`config.mk`:
```
export PLATFORM = sky130hd
export DESIGN_NAME = cst_tracker
export DESIGN_NICKNAME = d
export VERILOG_FILES = /design/src/rtl/cst_pkg.sv /design/src/rtl/cst_esc_decode.sv /design/src/rtl/cst_lat_timer.sv /design/src/rtl/cst_word_seq.sv /design/src/rtl/cst_tracker.sv
export SDC_FILE = /design/constraint.sdc
export NUM_CORES = 1
export LEC_CHECK = 0
export ABC_AREA = 1
export CAP_MARGIN = 20
export CORE_MARGIN = 1
export CORE_UTILIZATION = 35
export DETAILED_ROUTE_END_ITERATION = 10
export SLEW_MARGIN = 20
export SYNTH_ARGS = -nofsm -noshare
export SYNTH_HDL_FRONTEND = slang
export SYNTH_SLANG_ARGS = --single-unit
```
`constraint.sdc`:
```
create_clock -name clk -period 2.15 [get_ports clk]
set_input_delay 0.43 -clock clk [delete_from_list [all_inputs] [get_ports clk]]
set_output_delay 0.43 -clock clk [all_outputs]
set_load 0.005 [all_outputs]
```
`src/rtl/cst_pkg.sv`:
```
package cst_pkg;

  typedef enum logic [2:0] {
    ST_IDLE,
    ST_MODRM,
    ST_DUMMY,
    ST_LOAD,
    ST_ISSUE,
    ST_EXEC,
    ST_STORE,
    ST_RELEASE
  } trk_state_e;

  typedef struct packed {
    logic [5:0] code;
    logic       mem;
    logic       store;
    logic [2:0] rm;
  } esc_op_t;

  function automatic logic is_escape(input logic [7:0] b);
    return b[7:3] == 5'b11011;
  endfunction

endpackage

```
`src/rtl/cst_esc_decode.sv`:
```
module cst_esc_decode
  import cst_pkg::*;
#(
  parameter int CW = 3,
  parameter int LW = 8,
  parameter logic [8*CW-1:0] WORDS_BY_GRP = {3'd5, 3'd4, 3'd2, 3'd1, 3'd5, 3'd4, 3'd2, 3'd1},
  parameter logic [8*LW-1:0] LAT_BY_GRP   = {8'd10, 8'd9, 8'd8, 8'd7, 8'd6, 8'd5, 8'd4, 8'd3}
) (
  input  logic [2:0]    grp,
  input  logic [7:0]    modrm,
  output esc_op_t       op,
  output logic [CW-1:0] words,
  output logic [LW-1:0] lat
);

  logic [CW-1:0] raw_words;
  logic [LW-1:0] raw_lat;

  always_comb begin
    raw_words = WORDS_BY_GRP[int'(grp)*CW +: CW];
    raw_lat   = LAT_BY_GRP[int'(grp)*LW +: LW];
    // a zero entry would stall the sequencer or the timer: clamp to one
    words     = (raw_words == '0) ? CW'(1) : raw_words;
    lat       = (raw_lat == '0) ? LW'(1) : raw_lat;
    op.code   = {grp, modrm[5:3]};
    op.mem    = (modrm[7:6] != 2'b11);
    op.store  = (modrm[7:6] != 2'b11) && modrm[4];
    op.rm     = modrm[2:0];
  end

endmodule

```
`src/rtl/cst_lat_timer.sv`:
```
module cst_lat_timer #(
  parameter int LW = 8
) (
  input  logic          clk,
  input  logic          rst_n,
  input  logic          start,
  input  logic [LW-1:0] load,
  output logic          done
);

  logic [LW-1:0] cnt;

  always_ff @(posedge clk) begin
    if (!rst_n)            cnt <= '0;
    else if (start)        cnt <= load;
    else if (cnt != '0)    cnt <= cnt - LW'(1);
  end

  // high in the last of the 'load' cycles that follow start
  assign done = (cnt == LW'(1));

endmodule

```
`src/rtl/cst_word_seq.sv`:
```
module cst_word_seq #(
  parameter int AW = 20,
  parameter int CW = 3
) (
  input  logic          clk,
  input  logic          rst_n,
  input  logic          init,
  input  logic [AW-1:0] base,
  input  logic [CW-1:0] first_idx,
  input  logic          step,
  output logic [AW-1:0] addr,
  output logic [CW-1:0] idx
);

  always_ff @(posedge clk) begin
    if (!rst_n) begin
      addr <= '0;
      idx  <= '0;
    end else if (init) begin
      addr <= base + AW'({first_idx, 1'b0});
      idx  <= first_idx;
    end else if (step) begin
      addr <= addr + AW'(2);
      idx  <= idx + CW'(1);
    end
  end

endmodule

```
`src/rtl/cst_tracker.sv`:
```
module cst_tracker
  import cst_pkg::*;
#(
  parameter int AW = 20,
  parameter int CW = 3,
  parameter int LW = 8,
  parameter logic [8*CW-1:0] WORDS_BY_GRP = {3'd5, 3'd4, 3'd2, 3'd1, 3'd5, 3'd4, 3'd2, 3'd1},
  parameter logic [8*LW-1:0] LAT_BY_GRP   = {8'd10, 8'd9, 8'd8, 8'd7, 8'd6, 8'd5, 8'd4, 8'd3}
) (
  input  logic          clk,
  input  logic          rst_n,
  input  logic          snoop_valid,
  input  logic          snoop_code,
  input  logic          snoop_write,
  input  logic [AW-1:0] snoop_addr,
  input  logic [15:0]   snoop_data,
  output logic          busy,
  output logic          op_valid,
  input  logic          op_ready,
  output logic [5:0]    op_code,
  output logic          op_mem,
  output logic          op_store,
  output logic [2:0]    op_rm,
  output logic [AW-1:0] op_addr,
  output logic [15:0]   op_sum,
  output logic          m_valid,
  input  logic          m_ready,
  output logic          m_write,
  output logic [AW-1:0] m_addr,
  output logic [15:0]   m_wdata,
  input  logic [15:0]   m_rdata
);

  trk_state_e    st, st_n;
  logic [2:0]    grp_q;
  esc_op_t       op_q;
  logic [CW-1:0] words_q;
  logic [LW-1:0] lat_q;
  logic [AW-1:0] base_q;
  logic [15:0]   sum_q;

  esc_op_t       dec_op;
  logic [CW-1:0] dec_words;
  logic [LW-1:0] dec_lat;

  logic          seq_init, seq_step;
  logic [AW-1:0] seq_base, seq_addr;
  logic [CW-1:0] seq_first, seq_idx;
  logic          t_done;

  logic evt_code, evt_dread, hs_m, hs_op, last_word;

  assign evt_code  = snoop_valid && snoop_code;
  assign evt_dread = snoop_valid && !snoop_code && !snoop_write;
  assign hs_m      = m_valid && m_ready;
  assign hs_op     = op_valid && op_ready;
  assign last_word = (seq_idx == words_q - CW'(1));

  cst_esc_decode #(
    .CW(CW), .LW(LW), .WORDS_BY_GRP(WORDS_BY_GRP), .LAT_BY_GRP(LAT_BY_GRP)
  ) u_dec (
    .grp   (grp_q),
    .modrm (snoop_data[7:0]),
    .op    (dec_op),
    .words (dec_words),
    .lat   (dec_lat)
  );

  cst_word_seq #(.AW(AW), .CW(CW)) u_seq (
    .clk       (clk),
    .rst_n     (rst_n),
    .init      (seq_init),
    .base      (seq_base),
    .first_idx (seq_first),
    .step      (seq_step),
    .addr      (seq_addr),
    .idx       (seq_idx)
  );

  cst_lat_timer #(.LW(LW)) u_tmr (
    .clk   (clk),
    .rst_n (rst_n),
    .start (hs_op),
    .load  (lat_q),
    .done  (t_done)
  );

  always_comb begin
    st_n      = st;
    seq_init  = 1'b0;
    seq_step  = 1'b0;
    seq_base  = snoop_addr;
    seq_first = '0;
    case (st)
      ST_IDLE:
        if (evt_code && is_escape(snoop_data[7:0])) st_n = ST_MODRM;
      ST_MODRM:
        if (evt_code) st_n = dec_op.mem ? ST_DUMMY : ST_ISSUE;
      ST_DUMMY:
        if (evt_dread) begin
          if (!op_q.store && (words_q > CW'(1))) begin
            seq_init  = 1'b1;
            seq_first = CW'(1);
            st_n      = ST_LOAD;
          end else begin
            st_n = ST_ISSUE;
          end
        end
      ST_LOAD:
        if (hs_m) begin
          seq_step = 1'b1;
          if (last_word) st_n = ST_ISSUE;
        end
      ST_ISSUE:
        if (hs_op) st_n = ST_EXEC;
      ST_EXEC:
        if (t_done) begin
          if (op_q.store) begin
            seq_init = 1'b1;
            seq_base = base_q;
            st_n     = ST_STORE;
          end else begin
            st_n = ST_RELEASE;
          end
        end
      ST_STORE:
        if (hs_m) begin
          seq_step = 1'b1;
          if (last_word) st_n = ST_RELEASE;
        end
      ST_RELEASE:
        st_n = ST_IDLE;
      default:
        st_n = ST_IDLE;
    endcase
  end

  always_ff @(posedge clk) begin
    if (!rst_n) begin
      st      <= ST_IDLE;
      grp_q   <= '0;
      op_q    <= '0;
      words_q <= CW'(1);
      lat_q   <= LW'(1);
      base_q  <= '0;
      sum_q   <= '0;
    end else begin
      st <= st_n;
      case (st)
        ST_IDLE:
          if (evt_code && is_escape(snoop_data[7:0])) grp_q <= snoop_data[2:0];
        ST_MODRM:
          if (evt_code) begin
            op_q    <= dec_op;
            words_q <= dec_words;
            lat_q   <= dec_lat;
            base_q  <= '0;
            sum_q   <= '0;
          end
        ST_DUMMY:
          if (evt_dread) begin
            base_q <= snoop_addr;
            sum_q  <= op_q.store ? 16'h0000 : snoop_data;
          end
        ST_LOAD:
          if (hs_m) sum_q <= sum_q ^ m_rdata;
        default: ;
      endcase
    end
  end

  assign busy     = (st != ST_IDLE);
  assign op_valid = (st == ST_ISSUE);
  assign op_code  = op_q.code;
  assign op_mem   = op_q.mem;
  assign op_store = op_q.store;
  assign op_rm    = op_q.rm;
  assign op_addr  = base_q;
  assign op_sum   = sum_q;
  assign m_valid  = (st == ST_LOAD) || (st == ST_STORE);
  assign m_write  = (st == ST_STORE);
  assign m_addr   = seq_addr;
  assign m_wdata  = {2'b10, op_q.code, 8'(seq_idx)};

endmodule

```
==> impl_metrics.py, run 1 <==
metrics = {
    "setup_path": {
        "path_cells": "inv_2 > ha_4 > o21ai_2 > nand2_2 > nor3_4 > nand2_2 > inv_2 > ha_4 > ha_4 > nand2_4 > nor2_4 > nand2_4 > nor2_8 > nand2_2 > nand2_1 > nand2_1 > o21ai_1 > inv_1",
        "start_kind": "register",
        "r2r_end": "u_seq.addr[15]",
        "worstPathRequired_ns": 2.39,
        "cp_max_fo": 6,
        "arrival_ns": 2.46,
        "endpoint_kind": "register",
        "rrSetupSlack_ns": -0.07,
        "critical-path-slowest-cell": "dfxtp_2",
        "crit_type": "reg2reg",
        "r2r-start": "words_q[1]",
        "slowest_delay_ns": 0.34,
        "reg2reg_depth": 18,
    },
    "sta": {
        "fin_ws_ns": -0.0738,
        "max_slew.worst_pin.slew_ns": 0.597,
        "period_needed_ns": 2.22,
        "report.final.slew_viol_count": 0,
        "finalSetupViolations": 8,
        "rsz0062_at_grt": "yes",
        "skew_ns": 0.00651,
        "relSlewSlack_pct": 60.2,
        "max_freq_ghz": 0.450,
        "fin_tns_setup_ns": -0.299,
        "hold_violations": 0,
        "finalCritPeriodShare_pct": 103,
    },
    "synthesis": {
        "netlist_instances": 809,
        "synth_edf_count": 0,
        "ys_ff_latch": 91,
        "ys_types": 52,
        "yosys-top-cells-count": "nand2_1, dfxtp_1, inv_1",
        "ys_seq_area_share_pct": 32.5,
        "syn_area_per_cell_um2": 6.94,
        "syn_area_mm2": 0.00561,
        "synth_area_leaders": "dfxtp_1, nand2_1, a21oi_1",
        "yosysTopAreaCellShare_pct": 32.5,
        "synth-main-ff-cell": "dfxtp_1",
        "synth.largest_area_cell": "dfxtp_1",
        "synth.most_common_cell": "nand2_1",
        "yosysWarningCount": 0,
        "synthArstFlopShare_pct": 0,
    },
    "clock_network": {
        "cts_buffers": 9,
        "numClockSinks": 91,
        "cts_root_buf": "clkbuf_16",
        "clk_pin_slew_worst_paths_ns": 0.07,
        "hold_buffers": 0,
        "clock_latency_ns": 0.34,
        "htree_levels": 3,
        "cts_tree": "yes",
        "clockBufferDepth": 2,
    },
    "layout": {
        "finalInstanceArea_mm2": 0.00830,
        "drive_above_1_share_pct": 18.9,
        "n_fill_cell": 1453,
        "n_antenna_cell": 0,
        "areaGrowthSynthToFinish_pct": 47.9,
        "final_nets": 1066,
    },
    "placement": {
        "dp_slack_ns": -0.359,
        "place.gp.congestion": 0.889,
        "hpwl_um": 12500,
        "dpl_cell_area_mm2": 0.00754,
        "portBuffers": 138,
    },
    "detailed_routing": {
        "drtAntennaViolNets": 0,
        "vias_per_cell": 4.83,
        "drt_iter0_drc": 335,
        "totalWireLength_um": 17200,
        "num_vias": 5856,
        "wire_per_inst_um": 14.2,
        "drc": 0,
        "drt_pass1_iterations": 5,
    },
    "run_status": {
        "status": "finished, violations left",
        "failed_checks": "negative setup slack",
    },
    "global_route": {
        "grt_pass1_wl_um": 27200,
        "antenna_found_initial": 0,
        "grt_pass1_vias": 5369,
        "grt_usage_pct": 21.0,
        "grt_max_degree": 33,
        "grt.overflow.total": 0,
    },
    "hold_path": {
        "holdPathEnd": "lat_q[3]",
        "hold_depth": 2,
        "min_from": "lat_q[3]",
        "min_path_type": "reg2reg",
    },
    "floorplanning": {
        "core_mm2": 0.0154,
        "die_w_um": 129,
        "die_area_mm2": 0.0165,
        "rows": 45,
        "num_io_pins": 146,
        "start_util_pct": 36.4,
        "die_y_um": 129,
    },
    "pwr": {
        "irDropWorstVdd_uv": 664,
        "cellPowerDensity_mw_per_mm2": 772,
        "total_leakage_power_uw": 0.00347,
    },
    "run": {
        "cap_violations": 0,
    },
}
==> state kept, by name, summed over array words and instances (netlist names) <==
| name | flops |
|---|---|
| op_mem | 1 |
| op_rm | 3 |
| u_tmr.cnt | 8 |
| words_q | 3 |
| op_store | 1 |
| u_seq.idx | 3 |
| lat_q | 4 |
| op_sum | 16 |
| op_code | 6 |
| op_addr | 20 |
| grp_q | 3 |
| st | 3 |
| u_seq.addr | 20 |
==> how the worst max path moves through the flow <==
stage,slack (ns),end,start
floorplan,0.008,u_seq.addr[15],words_q[1]
global placement,-0.33,u_seq.addr[15],snoop_valid
detailed placement,-0.36,u_seq.addr[15],snoop_valid
CTS,-0.17,u_seq.addr[15],words_q[1]
global route,-0.23,u_seq.addr[15],words_q[1]
finish,-0.07,u_seq.addr[15],words_q[1]
==> cells in the final DEF (no fill, tap or decap), types with 6 or more instances in the layout <==
cell and count:
o21ai_1 8, nand2_1 174, a32oi_1 16, buf_4 67, a21oi_1 73, nor2_2 11, nor2_4 10, nand2_4 6
clkdlybuf4s50_1 135, inv_1 73, nand2_2 15, o21ai_0 53, inv_2 11, ha_1 6, buf_12 9, xnor2_1 13
nand3_1 22, xor2_1 26, nor2_1 55, nor3_1 12, clkbuf_16 9, dfxtp_1 87, nand4_1 21, conb_1 7
==> where the power goes <==
part	internal, uW	switching [uW]
clock	998	685
combinational	1270	1300
sequential	1930	211
total	4200	2200
==> layout make-up <==
| cell class | instances | area (um^2) | share of cell area (%) |
|---|---|---|---|
| Timing Repair Buffer | 220 | 2140 | 25.8 |
| Clock inverter | 3 | 45.0 | 0.543 |
| Tap cell | 211 | 264 | 3.18 |
| Sequential cell | 91 | 1830 | 22.0 |
| Clock buffer | 13 | 270 | 3.26 |
| Multi-Input combinational cell | 585 | 3410 | 41.1 |
| Inverter | 89 | 342 | 4.11 |
==> cells by family (layout without fill, tap and decap cells) <==
logic type / count (synthesis) / count (layout) / share of synthesized area (%)
buffers and inverters: 138 / 325 / 11.1
other: 2 / 7 / 0.134
flip-flops: 91 / 91 / 32.5
XOR/XNOR: 39 / 39 / 6.09
AND/OR/NAND/NOR: 344 / 344 / 28.5
AO/OA/AOI/OAI: 184 / 184 / 19.3
adder cells (fa/ha/maj): 11 / 11 / 2.45
==> metrics by stage <==
step / util (%) / power, uW / cells / hold WS (ns)
final: 53.8 / 6410 / 1212 / 0.462
after global routing: 53.8 / 6820 / 1212 / 0.498
after CTS: 52.0 / 6280 / 1202 / 0.463
after detailed placement: 48.9 / 4490 / 1175 / 0.453
after global placement: 48.9 / 4480 / 1175 / 0.448
after floorplan: - / 3500 / 814 / 0.441
==> per-layer routing <==
metal  global-route usage, %  part of all wire [%]  wire length [um]
met5                       0                     0                 0
met4                    4.64                  0.90               155
met3                    4.53                   5.6               967
met2                    33.1                    45              7780
met1                    29.1                    48              8280
==> critical path: cells and delay by family (launching register included) <==
family | cells | cell delay (ns)
AO/OA/AOI/OAI | 2 | 0.23
adder cells (fa/ha/maj) | 3 | 0.42
buffers and inverters | 3 | 0.16
flip-flops | 1 | 0.34
AND/OR/NAND/NOR | 10 | 0.97
==> what timing repair did <==
action	in CTS	in global routing
setup buffers	11	12
setup endpoints to repair	19	27
resized for setup	23	45
pin swaps	11	17
hold endpoints to repair	0	0
Power figures use the tool's default switching activity.
==> run 2: changes to the inputs <==
Settings changed: CTS_CLUSTER_SIZE set to 14.
==> results of run 2 <==
No change in the layout: final DEF, timing and power equal those of run 1.
==> run 3: changes to the inputs <==
Settings changed: SYNTH_HIERARCHICAL set to 1.
==> run 3 against run 2 <==
- sequential power grew 9.3%
- the flow still finishes with violations (negative setup slack)
- clock power is essentially flat
- largest cell class unchanged
- largest power group unchanged
- sequential share of layout area shrank 0.25 points
==> impl_metrics.py, run 3 <==
metrics = {
    "synthesis": {
        "synth_edf_count": 0,
        "synthArstFlopShare_pct": 0,
        "synth.most_common_cell": "nand2_1",
        "ys_types": 46,
        "synth-xor-area-share_pct": 3.63,
        "ys_seq_area_share_pct": 31.5,
        "synth-main-ff-cell": "dfxtp_1",
        "syn_area_per_cell_um2": 6.82,
        "yosysTopAreaCellShare_pct": 31.5,
        "synth_compound_area_share_pct": 16.6,
        "yosysWarningCount": 6,
        "syn_area_mm2": 0.00604,
        "synth-simple-area-share_pct": 29.4,
        "synth_top_family_by_area": "simple AND/OR/NAND/NOR gates",
        "synth_area_leaders": "dfxtp_1, nand2_1, nor2_1",
        "muxShareOfSynthArea_pct": 3.73,
        "ys_ff_latch": 95,
        "yosys-top-cells-count": "nand2_1, nor2_1, dfxtp_1",
        "synth_fa_ha_area_share_pct": 3.03,
        "synth.largest_area_cell": "dfxtp_1",
        "netlist_instances": 886,
    },
    "detailed_routing": {
        "drtAntennaViolNets": 0,
        "drc": 0,
        "drt_pass1_iterations": 7,
        "vias_per_cell": 4.76,
        "wire_per_inst_um": 13.6,
        "drt_iter0_drc": 345,
        "totalWireLength_um": 17800,
        "num_vias": 6219,
    },
    "sta": {
        "rsz0062_at_grt": "yes",
        "finalSetupViolations": 18,
        "fin_ws_ns": -0.411,
        "max_freq_ghz": 0.391,
        "relSlewSlack_pct": 49.2,
        "hold_violations": 0,
        "skew_ns": 0.00530,
        "max_slew.worst_pin.slew_ns": 0.762,
        "finalCritPeriodShare_pct": 119,
        "period_needed_ns": 2.56,
        "report.final.slew_viol_count": 0,
    },
    "global_route": {
        "use_met3_pct": 4.07,
        "use_met2_pct": 32.0,
        "grt_pass1_vias": 5874,
        "grt_pass1_wl_um": 29200,
        "grt.overflow.total": 0,
        "grt.busiest_layer": "met2",
        "grt_max_degree": 33,
        "antenna_found_initial": 0,
        "grt_usage_pct": 20.2,
        "grt_use_met1_pct": 28.0,
    },
    "run_status": {
        "failed_checks": "negative setup slack",
        "status": "finished, violations left",
    },
    "clock_network": {
        "clk_pin_slew_worst_paths_ns": 0.07,
        "htree_levels": 3,
        "cts_buffers": 9,
        "cts_root_buf": "clkbuf_16",
        "clockBufferDepth": 2,
        "cts_tree": "yes",
        "clock_latency_ns": 0.35,
        "numClockSinks": 95,
    },
    "placement": {
        "dp_slack_ns": -0.574,
        "place.gp.congestion": 0.868,
        "portBuffers": 138,
        "dp.cells": 1282,
        "hpwl_um": 13300,
    },
    "floorplanning": {
        "start_util_pct": 36.2,
        "die_y_um": 133,
        "num_io_pins": 146,
        "die_area_mm2": 0.0178,
        "rows": 47,
        "core_mm2": 0.0167,
        "die_w_um": 133,
    },
    "pwr": {
        "cellPowerDensity_mw_per_mm2": 798,
        "irDropWorstVdd_uv": 381,
        "total_leakage_power_uw": 0.00366,
    },
    "layout": {
        "areaGrowthSynthToFinish_pct": 45.3,
        "fin_cells": 1307,
        "seq_area_mm2": 0.00191,
        "n_fill_cell": 1673,
        "utilization_pct": 52.5,
        "final_nets": 1155,
        "n_antenna_cell": 0,
        "final_cell_mix": "nand2_1, clkdlybuf4s50_1, nor2_1",
        "drive_above_1_share_pct": 21.7,
        "multi_input_area_mm2": 0.00376,
        "layout_commonest_cell": "nand2_1",
    },
    "run": {
        "cap_violations": 0,
    },
    "setup_path": {
        "rrSetupSlack_ns": -0.41,
        "crit_path_start": "u_tmr/cnt[1]",
        "cp_max_fo": 4,
        "r2r-start": "u_tmr/cnt[1]",
        "crit_type": "reg2reg",
        "start_kind": "register",
        "worstPathRequired_ns": 2.40,
        "arrival_ns": 2.81,
        "endpoint_kind": "register",
    },
    "hold_path": {
        "min_path_type": "in2reg",
        "min_from": "rst_n",
    },
}
## run 3: cell types whose count changed in the layout (fill, tap and decap cells not counted), sizes merged, moves of 8 or more
cell / previous run / this run
nor2: 78 / 124
nand3: 26 / 52
mux2: 0 / 20
buf: 82 / 96
nand4: 22 / 10
xnor2: 13 / 2
conb: 7 / 15
## run 3: kinds of logic (layout without fill, tap and decap cells)
| logic type | count (synthesis) | in the layout |
|---|---|---|
| compound gates | 175 | 175 |
| xor+xnor | 25 | 25 |
| fa+ha+maj | 14 | 14 |
| buf+inv | 149 | 338 |
| flops | 95 | 95 |
| mux | 20 | 20 |
| other cells | 3 | 15 |
| simple gates | 405 | 405 |
## run 3: worst max-delay path, cell delays in order, from the launching register on
cell,delay [ns]
dfxtp_2,0.33
inv_2,0.06
ha_4,0.12
nand2_2,0.06
nor2_4,0.12
nand2_2,0.07
nor2_2,0.10
buf_6,0.13
mux2_4,0.16
ha_4,0.13
inv_2,0.04
fa_2,0.40
o21ai_4,0.19
buf_4,0.14
buf_6,0.09
nand3_1,0.06
nand3b_1,0.10
nand3_1,0.08
nand2_1,0.07
inv_1,0.04
## run 3: cell type report
type / instances / area share (%)
clock buffer: 11 / 2.88
multi-input combinational: 654 / 42.9
sequential: 95 / 21.8
tap: 220 / 3.14
clock inverter: 5 / 0.727
inverter: 89 / 3.85
timing repair buffer: 233 / 24.8
## run 3: stage by stage
| step | hold slack (ns) | cell area, um^2 | total power (uW) | setup TNS (ns) |
|---|---|---|---|---|
| after global placement | 0.446 | 8130 | 5150 | -7.91 |
| after floorplan | 0.429 | 6150 | 3960 | -3.78 |
| after detailed placement | 0.453 | 8130 | 5180 | -8.89 |
| after global routing | 0.423 | 8770 | 7490 | -7.75 |
| final | 0.424 | 8770 | 7000 | -5.14 |
| after CTS | 0.426 | 8550 | 6970 | -6.13 |
## run 3: per-layer routing
| metal | vias up | routed length (um) |
|---|---|---|
| met2 | 150 | 7960 |
| li1 | 3249 | - |
| met1 | 2804 | 8790 |
| met5 | - | 0 |
| met3 | 16 | 825 |
| met4 | 0 | 201 |
## run 3: timing repair
| action | CTS | global route |
|---|---|---|
| buffers inserted | 3 | 7 |
| resized for setup | 23 | 45 |
| setup endpoints to repair | 22 | 22 |
| hold buffers | 0 | 0 |
| pin swaps | 18 | 24 |
## run 3: power by group
part	internal, uW	total [uW]	switching [uW]
registers	2070	2340	271
logic	1470	2950	1480
clock network	976	1710	729
total	4520	7000	2480
## run 3: path summary, 6_finish.rpt
| path | endpoint | cells after the start |
|---|---|---|
| hold / removal | st[1] | 3 |
| setup / recovery | u_seq/addr[9] | 19 |
| hold reg to reg | lat_q[0] | 2 |
| setup reg to reg | u_seq/addr[9] | 19 |
